## src/rtl/cyc_irq_pkg.sv

```systemverilog
package cyc_irq_pkg;
  localparam int unsigned CNT_W_DEF = 16;
  localparam int unsigned NIB_W     = 4;
  localparam int unsigned MODE_W    = 3;

  // which part of the counter is watched for a change on a decrement
  typedef enum logic [1:0] {
    WATCH_ALL   = 2'd0,
    WATCH_TOP4  = 2'd1,
    WATCH_TOP8  = 2'd2,
    WATCH_TOP12 = 2'd3
  } watch_e;

  function automatic watch_e decode_mode(input logic [MODE_W-1:0] m);
    watch_e w;
    if (m[2])      w = WATCH_TOP12;
    else if (m[1]) w = WATCH_TOP8;
    else if (m[0]) w = WATCH_TOP4;
    else           w = WATCH_ALL;
    return w;
  endfunction
endpackage

```

## src/rtl/cyc_irq_rst_sync.sv

```systemverilog
module cyc_irq_rst_sync #(
  parameter int unsigned STAGES = 2
) (
  input  logic clk,
  input  logic rst_n,
  output logic rst_sync_n
);
  logic [STAGES-1:0] sync_q;
  logic [STAGES-1:0] sync_d;

  always_comb begin
    sync_d = {sync_q[STAGES-2:0], 1'b1};
  end

  always_ff @(posedge clk or negedge rst_n) begin
    if (!rst_n) sync_q <= '0;
    else        sync_q <= sync_d;
  end

  assign rst_sync_n = sync_q[STAGES-1];
endmodule

```

## src/rtl/cyc_irq_regs.sv

```systemverilog
module cyc_irq_regs
  import cyc_irq_pkg::*;
#(
  parameter int unsigned       ADDR_W      = 16,
  parameter int unsigned       CNT_W       = CNT_W_DEF,
  parameter logic [ADDR_W-1:0] LATCH_BASE  = 16'hE000,
  parameter logic [ADDR_W-1:0] RELOAD_ADDR = 16'hF000,
  parameter logic [ADDR_W-1:0] CTRL_ADDR   = 16'hF001
) (
  input  logic              clk,
  input  logic              rst_n,
  input  logic [ADDR_W-1:0] bus_addr,
  input  logic [NIB_W-1:0]  bus_nib,
  input  logic              bus_we,
  input  logic              fire,
  output logic [CNT_W-1:0]  latch_o,
  output logic              reload_o,
  output logic              en_o,
  output logic [MODE_W-1:0] mode_o,
  output logic              irq_o,
  output logic              wr_hit_o
);
  localparam int unsigned NIBBLES = CNT_W / NIB_W;

  logic [NIBBLES-1:0] nib_hit;
  logic               reload_hit;
  logic               ctrl_hit;

  logic [CNT_W-1:0]  latch_q, latch_d;
  logic              en_q, en_d;
  logic [MODE_W-1:0] mode_q, mode_d;
  logic              irq_q, irq_d;

  // one decoder per reload-value nibble
  for (genvar g = 0; g < NIBBLES; g++) begin : g_nib
    assign nib_hit[g] = bus_we && (bus_addr == ADDR_W'(LATCH_BASE + g));
  end

  assign reload_hit = bus_we && (bus_addr == RELOAD_ADDR);
  assign ctrl_hit   = bus_we && (bus_addr == CTRL_ADDR);

  always_comb begin
    latch_d = latch_q;
    for (int i = 0; i < int'(NIBBLES); i++) begin
      if (nib_hit[i]) latch_d[i*NIB_W +: NIB_W] = bus_nib;
    end
  end

  always_comb begin
    en_d   = en_q;
    mode_d = mode_q;
    irq_d  = irq_q;
    if (ctrl_hit) begin
      en_d   = bus_nib[0];
      mode_d = bus_nib[MODE_W:1];
      irq_d  = 1'b0;
    end else if (fire) begin
      en_d  = 1'b0;
      irq_d = 1'b1;
    end
  end

  always_ff @(posedge clk or negedge rst_n) begin
    if (!rst_n) begin
      latch_q <= '1;
      en_q    <= 1'b0;
      mode_q  <= '0;
      irq_q   <= 1'b0;
    end else begin
      latch_q <= latch_d;
      en_q    <= en_d;
      mode_q  <= mode_d;
      irq_q   <= irq_d;
    end
  end

  assign latch_o  = latch_q;
  assign reload_o = reload_hit;
  assign en_o     = en_q;
  assign mode_o   = mode_q;
  assign irq_o    = irq_q;
  assign wr_hit_o = (|nib_hit) | reload_hit | ctrl_hit;
endmodule

```

## src/rtl/cyc_irq_count.sv

```systemverilog
module cyc_irq_count
  import cyc_irq_pkg::*;
#(
  parameter int unsigned CNT_W = CNT_W_DEF
) (
  input  logic             clk,
  input  logic             rst_n,
  input  logic             tick,
  input  logic             en,
  input  watch_e           watch,
  input  logic             hold,
  input  logic             reload,
  input  logic [CNT_W-1:0] load_val,
  output logic [CNT_W-1:0] cnt_o,
  output logic             fire_o
);
  localparam logic [CNT_W-1:0] ONE      = CNT_W'(1);
  localparam logic [CNT_W-1:0] MASK_T4  = ~({CNT_W{1'b1}} >> NIB_W);
  localparam logic [CNT_W-1:0] MASK_T8  = ~({CNT_W{1'b1}} >> (2*NIB_W));
  localparam logic [CNT_W-1:0] MASK_T12 = ~({CNT_W{1'b1}} >> (3*NIB_W));

  logic [CNT_W-1:0] cnt_q, cnt_d;
  logic [CNT_W-1:0] dec;
  logic [CNT_W-1:0] flip;
  logic             step;
  logic             hit;
  logic             fire;

  always_comb begin
    step = tick && en && (cnt_q != '0) && !hold;
    dec  = cnt_q - ONE;
    flip = cnt_q ^ dec;
    unique case (watch)
      WATCH_ALL:   hit = (dec == '0);
      WATCH_TOP4:  hit = |(flip & MASK_T4);
      WATCH_TOP8:  hit = |(flip & MASK_T8);
      WATCH_TOP12: hit = |(flip & MASK_T12);
      default:     hit = 1'b0;
    endcase
    fire = step && hit;
  end

  always_comb begin
    if (reload)    cnt_d = load_val;
    else if (fire) cnt_d = '0;
    else if (step) cnt_d = dec;
    else           cnt_d = cnt_q;
  end

  always_ff @(posedge clk or negedge rst_n) begin
    if (!rst_n) cnt_q <= '1;
    else        cnt_q <= cnt_d;
  end

  assign cnt_o  = cnt_q;
  assign fire_o = fire;
endmodule

```

## src/rtl/cyc_irq_timer.sv

```systemverilog
module cyc_irq_timer
  import cyc_irq_pkg::*;
#(
  parameter int unsigned       ADDR_W      = 16,
  parameter int unsigned       CNT_W       = CNT_W_DEF,
  parameter logic [ADDR_W-1:0] LATCH_BASE  = 16'hE000,
  parameter logic [ADDR_W-1:0] RELOAD_ADDR = 16'hF000,
  parameter logic [ADDR_W-1:0] CTRL_ADDR   = 16'hF001
) (
  input  logic              clk,
  input  logic              rst_n,
  input  logic [ADDR_W-1:0] cpu_addr,
  input  logic [NIB_W-1:0]  cpu_data,
  input  logic              cpu_we,
  input  logic              cyc_en,
  output logic              irq
);
  logic              rst_sync_n;
  logic [CNT_W-1:0]  latch_q;
  logic [CNT_W-1:0]  cnt_q;
  logic              reload_stb;
  logic              en_q;
  logic [MODE_W-1:0] mode_q;
  logic              any_wr;
  logic              fire;
  watch_e            watch;

  cyc_irq_rst_sync #(.STAGES(2)) u_rst (
    .clk        (clk),
    .rst_n      (rst_n),
    .rst_sync_n (rst_sync_n)
  );

  cyc_irq_regs #(
    .ADDR_W      (ADDR_W),
    .CNT_W       (CNT_W),
    .LATCH_BASE  (LATCH_BASE),
    .RELOAD_ADDR (RELOAD_ADDR),
    .CTRL_ADDR   (CTRL_ADDR)
  ) u_regs (
    .clk      (clk),
    .rst_n    (rst_sync_n),
    .bus_addr (cpu_addr),
    .bus_nib  (cpu_data),
    .bus_we   (cpu_we),
    .fire     (fire),
    .latch_o  (latch_q),
    .reload_o (reload_stb),
    .en_o     (en_q),
    .mode_o   (mode_q),
    .irq_o    (irq),
    .wr_hit_o (any_wr)
  );

  assign watch = decode_mode(mode_q);

  cyc_irq_count #(.CNT_W(CNT_W)) u_cnt (
    .clk      (clk),
    .rst_n    (rst_sync_n),
    .tick     (cyc_en),
    .en       (en_q),
    .watch    (watch),
    .hold     (any_wr),
    .reload   (reload_stb),
    .load_val (latch_q),
    .cnt_o    (cnt_q),
    .fire_o   (fire)
  );
endmodule

```

## config.mk

```make
export PLATFORM = sky130hd
export DESIGN_NAME = cyc_irq_timer
export DESIGN_NICKNAME = d
export VERILOG_FILES = /design/src/rtl/cyc_irq_pkg.sv /design/src/rtl/cyc_irq_rst_sync.sv /design/src/rtl/cyc_irq_regs.sv /design/src/rtl/cyc_irq_count.sv /design/src/rtl/cyc_irq_timer.sv
export SDC_FILE = /design/constraint.sdc
export NUM_CORES = 1
export LEC_CHECK = 0
export ABC_AREA = 1
export BUFFER_PORTS_ARGS = -buffer_cell sky130_fd_sc_hd__buf_2
export CORE_ASPECT_RATIO = 0.75
export CORE_MARGIN = 2
export CORE_UTILIZATION = 57
export DETAILED_ROUTE_END_ITERATION = 8
export HOLD_SLACK_MARGIN = 0.15
export PLACE_DENSITY = 0.77
export SYNTH_ARGS = -nofsm -noshare
export SYNTH_HDL_FRONTEND = slang
export SYNTH_SLANG_ARGS = --single-unit
```

## constraint.sdc

```tcl
create_clock -name clk -period 1.45 [get_ports clk]
set_clock_uncertainty 0.1 [all_clocks]
set_input_delay 0.29 -clock clk [delete_from_list [all_inputs] [get_ports clk]]
set_output_delay 0.29 -clock clk [all_outputs]
set_load 0.03 [all_outputs]
```

* After elaboration in Yosys (flattened, before gate mapping)
Cells that the tools add are included.
Word-level totals: register bits 39, bits of input ports 24, output and inout port bits 1
Operators by class: add/sub/neg operators 1, equal/unequal tests 9, muxes and demuxes 11, bitwise gates (word level) 3, reductions and logical operators 20
Operator list (count):
- equality test 16 bit (second input constant) | 6
- 2-to-1 mux 16 bit | 3
- logical NOT 16 bit | 1
- nonzero test 16 bit | 1
- subtractor 16 x 1 -> 16 bit (second input constant) | 1
- bitwise XOR 16 bit | 1
- OR reduction 12 bit | 1
- logical AND 1 bit | 10
- OR reduction 4 bit | 2
- OR reduction 8 bit | 1
- 2-to-1 mux 1 bit | 5
- equality test 2 bit (second input constant) | 2
- 2-to-1 mux 2 bit | 2
- one-hot mux 1 bit (4 select lines) | 1
- nonzero test 3 bit | 1
- equality test 2 x 1 -> 1 bit (second input constant) | 1
- logical NOT 2 bit | 1
- bitwise OR 1 bit | 2
- nonzero test 2 bit | 1
- logical NOT 1 bit | 1

* Logic depth before layout (Yosys ltp)
Gate-level depths: netlist (run 1).
depth after elaboration 10, depth in mapped cells 16, gate-level depth less buffers 15

* By module
Synthesis (run 1) repeated with hierarchy kept, for this count alone.
Second synthesis, totals: cells, all modules 386, area total of the unflattened synthesis 2726.4 µm²
By module, submodules not included:
- cyc_irq_count | times used 1, cells each 256, area an instance 1570.3 µm², seq. area each 420.4 µm²
- cyc_irq_regs | times used 1, cells each 122, area an instance 1083.5 µm², seq. area each 545.5 µm²
- cyc_irq_rst_sync | times used 1, cells each 3, area an instance 53.8 µm², seq. area each 50.0 µm²
- cyc_irq_timer | times used 1, cells each 5, area an instance 18.8 µm², seq. area each 0.0 µm²

* Worst setup path before layout (run 1)
OpenSTA, ideal clock, no wires.
path kind register to register, from register u_cnt.cnt_q[0] (netlist: u_cnt.cnt_o[0]), to register u_regs.irq_q (netlist: u_regs.irq_o), data arrival time 1.803 ns, setup slack -0.573 ns, cell stages (with the launch flop) 12, period minus slack after synthesis 2.023 ns, cells stage by stage dfstp_2 -> inv_2 -> ha_1 -> inv_1 -> nor2_2 -> nand2_2 -> nand3b_1 -> nor3_1 -> nor2_4 -> nand2_4 -> buf_6 -> nand2_1
On the way: longest elaborated chain between the ends 6
Ends and longest elaborated chain:
- from (decl) | line cyc_irq_count.sv:22 | logic [CNT_W-1:0] cnt_q, cnt_d;
- from (signal assigned) | line cyc_irq_count.sv:52 | else cnt_q <= cnt_d;
- subtractor 16 x 1 -> 16 bit | line cyc_irq_count.sv:31 | dec = cnt_q - ONE;
- bitwise XOR 16 bit | line cyc_irq_count.sv:32 | flip = cnt_q ^ dec;
- OR reduction 12 bit, or another cell as far along | line cyc_irq_count.sv:37 | WATCH_TOP12: hit = |(flip & MASK_T12);
- one-hot mux 1 bit (4 select lines) | line cyc_irq_count.sv:33 | unique case (watch)
- logical AND 1 bit (*) | line cyc_irq_count.sv:40 | fire = step && hit;
- nonzero test 2 bit (no source line) (*)
- to (signal assigned) | line cyc_irq_regs.sv:73 | irq_q <= irq_d;
- to (decl) | line cyc_irq_regs.sv:32 | logic irq_q, irq_d;
Every way passes the cells marked *; elsewhere a longest branch is shown, timed or not. A chain may end at the register's enable or synchronous reset.

* Worst setup path in the final report (run 1)
from register u_cnt.cnt_q[1] (netlist: u_cnt.cnt_o[1]), to register u_regs.en_q (netlist: u_regs.en_o)
On the way: longest elaborated chain between the ends 6
Ends and longest elaborated chain:
- subtractor 16 x 1 -> 16 bit | line cyc_irq_count.sv:31
- bitwise XOR 16 bit | line cyc_irq_count.sv:32
- OR reduction 12 bit, or another cell as far along | line cyc_irq_count.sv:37
- one-hot mux 1 bit (4 select lines) | line cyc_irq_count.sv:33
- logical AND 1 bit (*) | line cyc_irq_count.sv:40
- nonzero test 2 bit (no source line) (*)
- to (signal assigned) | line cyc_irq_regs.sv:71 | en_q <= en_d;
- to (decl) | line cyc_irq_regs.sv:30 | logic en_q, en_d;
Marked as above.

==> results of run 1 <==
## worst max-delay path by stage
stage	cells after the start	to	slack (ns)
after floorplan	15	u_regs.en_o$_DFFE_PN0P_	-0.45
after global placement	15	u_regs.en_o$_DFFE_PN0P_	-0.61
after detailed placement	14	u_regs.en_o$_DFFE_PN0P_	-0.64
after CTS	14	u_cnt.cnt_o[10]$_DFFE_PN1P_	-0.60
after global routing	15	u_cnt.cnt_o[2]$_DFFE_PN1P_	-0.75
final	14	u_regs.en_o$_DFFE_PN0P_	-0.66
## cell usage after synthesis, drive strengths merged (3+ instances only)
library cell	n
nand2	126
inv	54
nand3	45
nor2	45
dfstp	32
o21ai	28
a21oi	10
dfrtp	7
nor3	6
buf	4
clkbuf	4
ha	3
## registers in the layout, summed over array words and instances (netlist names)
signal,count
u_regs.irq_o,1
u_regs.mode_o,3
u_regs.en_o,1
u_regs.latch_o,16
u_cnt.cnt_o,16
u_rst.sync_q,2
## cells by family after synthesis
| kind of cell | synth area share |
|---|---|
| buffers and inverters | 0.0942 |
| adders and majority gates | 0.0142 |
| and+or+nand+nor | 0.426 |
| other | 0.00142 |
| xor gates and xnor gates | 0.00331 |
| AOI/OAI and AO/OA | 0.0762 |
| DFF | 0.384 |
## final cells by class
type / count / share of cell area
clock buffers: 5 / 0.0196
clock inverters: 3 / 0.0136
repair buffers: 84 / 0.172
flip-flops and latches: 39 / 0.290
well taps: 57 / 0.0203
inverters: 54 / 0.0592
multi-input cells: 274 / 0.425
## timing repair
action                                  4_1_cts  5_1_grt
hold endpoints to repair                      7        0
pin swaps                                     1        1
cloned                                        2        0
buffers inserted                              1        0
resized for setup                             7       19
hold buffers                                  5        0
endpoints found under the setup margin       18       32
## metrics by stage
step / area [um^2] / power (mW) / hold slack (ns) / utilization
after floorplan: 2670 / 3.48 / -0.106 / -
after global placement: 3230 / 4.60 / -0.0255 / 0.723
after detailed placement: 3230 / 4.64 / -0.0242 / 0.723
after CTS: 3460 / 5.69 / 0.182 / 0.775
after global routing: 3510 / 6.18 / 0.190 / 0.785
final: 3510 / 5.75 / 0.189 / 0.785
## power breakdown
| group | internal, mW | switching, mW | leakage [nW] |
|---|---|---|---|
| sequential | 1.43 | 0.207 | 0.421 |
| combinational | 1.41 | 1.73 | 1.27 |
| clock | 0.522 | 0.442 | 0.0587 |
## worst max-delay path: stages (launching register included)
cell and delay [ns]:
dfstp_2 0.56, inv_4 0.05, ha_4 0.17, nand2_2 0.07, nand2_1 0.05, nor2_1 0.08, nand3_1 0.09, nor2_1 0.13
nand3_1 0.10, nor2_1 0.12, nand2_1 0.11, nand2_4 0.16, nand2_8 0.10, nand2_2 0.07, nand2_1 0.04
## per-layer routing
metal	share of wire	track usage
met1	0.45	0.426
met5	0	0
met2	0.45	0.465
met3	0.082	0.0780
met4	0.020	0.102
==> metrics.csv, run 1 <==
metric;value;unit
status;finished with violations;
failing checks;negative setup slack;
Routed WL per cell;13.8;um
setup violators final;18;
Worst R2R Setup Slack;-0.66;ns
Rows;21;
layout cell share with drive strength beyond 1;0.410;
Pwr per Cell Area;1640;mW/mm^2
DRT Wirelength;7.13;mm
TritonCTS Sinks;39;
RSZ-0062 raised after global routing;true;
vias in the first global route;2649;
Seq/Total Area, Yosys;0.384;
WS Path Type;flip-flop to flip-flop;
Reg-to-Reg Start;u_cnt.cnt_o[1]$_DFFE_PN1P_;
initial antenna violation count;0;
fillers;333;
most common cell after layout, fill and taps aside;nand2_1;
Ant. Diodes;0;
Slew Viols, Final;0;
IO Pins;25;
DRT iter0 DRCs;179;
HPWL after DPL;5.06;mm
CTS tree;done;
synth-to-layout area growth;32.7;%
DRC;0;
clock latency on the worst-skew pair;0.31;ns
post-synthesis cell type count;32;
ANT nets after route;0;
commonest cells after routing, fill and taps aside;nand2_1, buf_4, inv_1;
CP required;1.55;ns
clk root buf;clkbuf_8;
synth top area cells;dfstp_2, nand2_1, nand3_1, inv_1, dfrtp_1;
register bit count reported by yosys;39;
Max Clk Rate;474;MHz
Tcrit/Tclk final;1.45;
Tmin final;2.11;ns
setup TNS;-11.21;ns
full die area;0.00520;mm^2
dpl cells;500;
via/cell ratio;5.22;
max_cap viols;0;
Critical Path Source Type;flip-flop;
peak fanout along the critical path;5;
mean post-synth cell area;7.08;um^2
area occupied by multi-input gates;0.00149;mm^2
Reg clk slew, reported paths;0.09;ns
Pre-antenna DRT Iters;4;
CTS Buf Count;5;
GRT Overall Usage;0.306;
global-route wire length before repair;11.9;mm
Longest Clk Path Bufs;2;
initial core utilization;0.592;
aggregate global routing overflow;0;
final RePlAce weighted congestion;0.944;
Crit. End Element;flip-flop;
Core ar.;0.00447;mm^2
Synth area leader;dfstp_2;
cells on worst reg2reg path;14;
Yosys warnings;0;
Post-Syn Area;0.00264;mm^2
vias;2691;
Cells after Synth;373;
Die Ht;63.0;um
worst r2r dst;u_regs.en_o$_DFFE_PN0P_;
H-tree lvl count;2;
die width;82.6;um
Final Hold Violating Endpoints;0;
largest net degree at the start of global routing;38;
Placement Setup Slack;-0.638;ns
post-route setup slack;-0.658;ns
Post-synth ARST share;1.00;
Final #Nets;485;
Leak;1.75;nW
port bufs;24;
worst IR drop on VDD;0.000849;V
area occupied by registers;0.00102;mm^2
HP Class;input port to async pin;
Post-synth EDFFs;0;
Arrival @ worst endpoint;2.21;ns
Crit. Startpoint;u_cnt.cnt_o[1]$_DFFE_PN1P_;
syn nets;400;
top_reg_cell synth;dfstp_2;
non-filler cells, final;516;
Synth top area share;0.318;
Note: power is estimated with default switching activity, not from simulation.
==> inputs of run 2 (changes only) <==
SETUP_SLACK_MARGIN = 0.3   (was default)
SKIP_CTS_REPAIR_TIMING = 1   (was default)
==> run 2 against run 1 <==
Effect of this change: the flow still finishes with violations (negative setup slack); count of clock-buffer cells in the layout grew 1; register-to-register slack lost 0.22 ns; routed wire length grew 57%; sequential share of layout area shrank 3.7 points; sequential cell count is the same; first-iteration DRC count grew to 3.7 times the previous value; global-route usage grew 0.34 points; critical path type unchanged.
==> metrics.csv, run 2 (same netlist as run 1, synthesis figures left out) <==
metric;value;unit;change
port bufs;24;;unchanged
RSZ-0062 raised after global routing;true;;unchanged
Arrival @ worst endpoint;2.42;ns;was 2.21 ns
setup violators final;20;;was 18
slowest CP cell;dfstp_2;;unchanged
Placement Setup Slack;-0.588;ns;was -0.638 ns
H-tree lvl count;2;;unchanged
CTS Buf Count;5;;unchanged
peak fanout along the critical path;6;;was 5
Rows;21;;unchanged
initial core utilization;0.592;;unchanged
Rel. slew slack;0.634;;
Ant. Diodes;0;;unchanged
Max Clk Rate;429;MHz;was 474 MHz
post-route setup slack;-0.883;ns;was -0.658 ns
Reg-to-Reg Start;u_cnt.cnt_o[1]$_DFFE_PN1P_;;unchanged
max_cap viols;0;;unchanged
DRC;0;;unchanged
most common cell after layout, fill and taps aside;nand2_1;;unchanged
Pwr per Cell Area;1560;mW/mm^2;was 1640 mW/mm^2
worst IR drop on VDD;0.00114;V;was 0.000849 V
most frequent CP cell;nand2_1;;
CP Buf/Inv Count;2;;was 1
Die Ht;63.0;um;unchanged
Reg clk slew, reported paths;0.09;ns;about the same
HPWL after DPL;5.52;mm;was 5.06 mm
Tmin final;2.33;ns;was 2.11 ns
Core ar.;0.00447;mm^2;unchanged
Leak;1.93;nW;was 1.75 nW
Pre-antenna DRT Iters;9;;was 4
clock latency on the worst-skew pair;0.30;ns;was 0.31 ns
Pwr Total;6.25;mW;was 5.75 mW
GRT Overall Usage;0.310;;was 0.306
IO Pins;25;;unchanged
Routed WL per cell;20.9;um;was 13.8 um
Longest Clk Path Bufs;2;;unchanged
largest net degree at the start of global routing;38;;unchanged
non-filler cells, final;536;;was 516
initial antenna violation count;0;;unchanged
via/cell ratio;6.39;;was 5.22
commonest cells after routing, fill and taps aside;nand2_1, buf_4, nand2_2;;was nand2_1, buf_4, inv_1
hold slack final;0.152;ns;was 0.189 ns
global-route wire length before repair;12.2;mm;was 11.9 mm
die width;82.6;um;unchanged
worst r2r dst;u_regs.en_o$_DFFE_PN0P_;;unchanged
CTS tree;done;;unchanged
Worst R2R Setup Slack;-0.88;ns;was -0.66 ns
vias;3425;;was 2691
Slew Viols, Final;0;;unchanged
cell chain of the critical path;buf_4 -> nor2_4 -> nand2_4 -> nor2_8 -> nand2_2 -> nand2_1 -> nand2_1 -> inv_2 -> nand3_1 -> nor2_1 -> nand2_1 -> nand2_4 -> nand2_8 -> nand2_2 -> nand2_1;;was inv_4 -> ha_4 -> nand2_2 -> nand2_1 -> nor2_1 -> nand3_1 -> nor2_1 -> nand3_1 -> nor2_1 -> nand2_1 -> nand2_4 -> nand2_8 -> nand2_2 -> nand2_1
CP required;1.53;ns;was 1.55 ns
Final #Nets;505;;was 485
WP depth;15;;was 14
full die area;0.00520;mm^2;unchanged
Final Hold Violating Endpoints;0;;unchanged
crit-path leading delay family;simple AND/OR/NAND/NOR gates;;unchanged
ANT nets after route;0;;unchanged
vias in the first global route;2572;;was 2649
layout cell share with drive strength beyond 1;0.545;;was 0.410
DRT iter0 DRCs;654;;was 179
TritonCTS Sinks;39;;unchanged
WS Path Type;flip-flop to flip-flop;;unchanged
failing checks;negative setup slack;;unchanged
setup TNS;-14.82;ns;was -11.21 ns
clk root buf;clkbuf_8;;unchanged
aggregate global routing overflow;0;;unchanged
Tcrit/Tclk final;1.61;;was 1.45
cells on worst reg2reg path;15;;was 14
DRT Wirelength;11.2;mm;was 7.13 mm
synth-to-layout area growth;52.0;%;was 32.7%
CP peak stage delay;0.39;ns;was 0.56 ns
Crit. End Element;flip-flop;;unchanged
dpl cells;510;;was 500
status;finished with violations;;unchanged
Worst Tran Pin Value;0.544;ns;
Critical Path Source Type;flip-flop;;unchanged
HP Class;flip-flop to async pin;;was input port to async pin
final RePlAce weighted congestion;0.948;;was 0.944
[run 2: cell types whose count changed in the layout (fill, tap and decap cells not counted), moves of 3 or more]
| cell | change |
|---|---|
| o21ai_1 | -3 |
| nand3_1 | -3 |
| nor2_1 | -6 |
| o21ai_2 | +15 |
| nor2_4 | +5 |
| nand2_1 | -23 |
| o21ai_0 | -13 |
| buf_2 | -10 |
| buf_6 | +15 |
| buf_4 | +12 |
| nand3_4 | +5 |
| nand2_2 | +21 |
[run 2: cell type report]
cell class / count / area (um^2)
Sequential cell: 39 / 1020
Fill cell: 163 / 450
Clock inverter: 2 / 16.3
Multi-Input combinational cell: 275 / 1770
Inverter: 54 / 208
Clock buffer: 6 / 82.6
Tap cell: 57 / 71.3
Timing Repair Buffer: 103 / 852
[run 2: how the worst max path moves through the flow]
stage / slack [ns] / start / endpoint
after floorplan: -0.45 / u_cnt.cnt_o[0]$_DFFE_PN1P_ / u_regs.en_o$_DFFE_PN0P_
after global placement: -0.55 / u_cnt.cnt_o[0]$_DFFE_PN1P_ / u_regs.en_o$_DFFE_PN0P_
after detailed placement: -0.59 / u_cnt.cnt_o[0]$_DFFE_PN1P_ / u_cnt.cnt_o[6]$_DFFE_PN1P_
after CTS: -0.61 / u_cnt.cnt_o[0]$_DFFE_PN1P_ / u_cnt.cnt_o[6]$_DFFE_PN1P_
after global routing: -0.92 / u_cnt.cnt_o[0]$_DFFE_PN1P_ / u_regs.en_o$_DFFE_PN0P_
final: -0.88 / u_cnt.cnt_o[1]$_DFFE_PN1P_ / u_regs.en_o$_DFFE_PN0P_
[run 2: per-stage QoR]
stage | area (um^2) | utilization
3_5_place_dp | 3410 | 0.764
5_1_grt | 4020 | 0.899
2_1_floorplan | 2770 | -
4_1_cts | 3510 | 0.786
3_3_place_gp | 3410 | 0.764
6_report | 4020 | 0.899
[run 2: worst reg2reg max path, delay by kind of cell, from the launching register on]
family / cells / cell delay [ns]
AND/OR/NAND/NOR: 13 / 1.49
flip-flops: 1 / 0.39
buffers and inverters: 2 / 0.23
[run 2: layer usage]
| metal | GRT usage | share of wire | wire (um) | vias up |
|---|---|---|---|---|
| met4 | 0.0553 | 0.083 | 930 | 0 |
| met2 | 0.458 | 0.42 | 4750 | 370 |
| li1 | - | - | - | 1387 |
| met3 | 0.0549 | 0.14 | 1550 | 141 |
| met5 | 0 | 0 | 0 | - |
| met1 | 0.482 | 0.35 | 3970 | 1527 |
[run 2: power by group]
group / leakage (nW) / internal, mW / switching [mW]
Sequential: 0.420 / 1.44 / 0.272
Combinational: 1.46 / 1.58 / 2.12
Clock: 0.0474 / 0.389 / 0.453
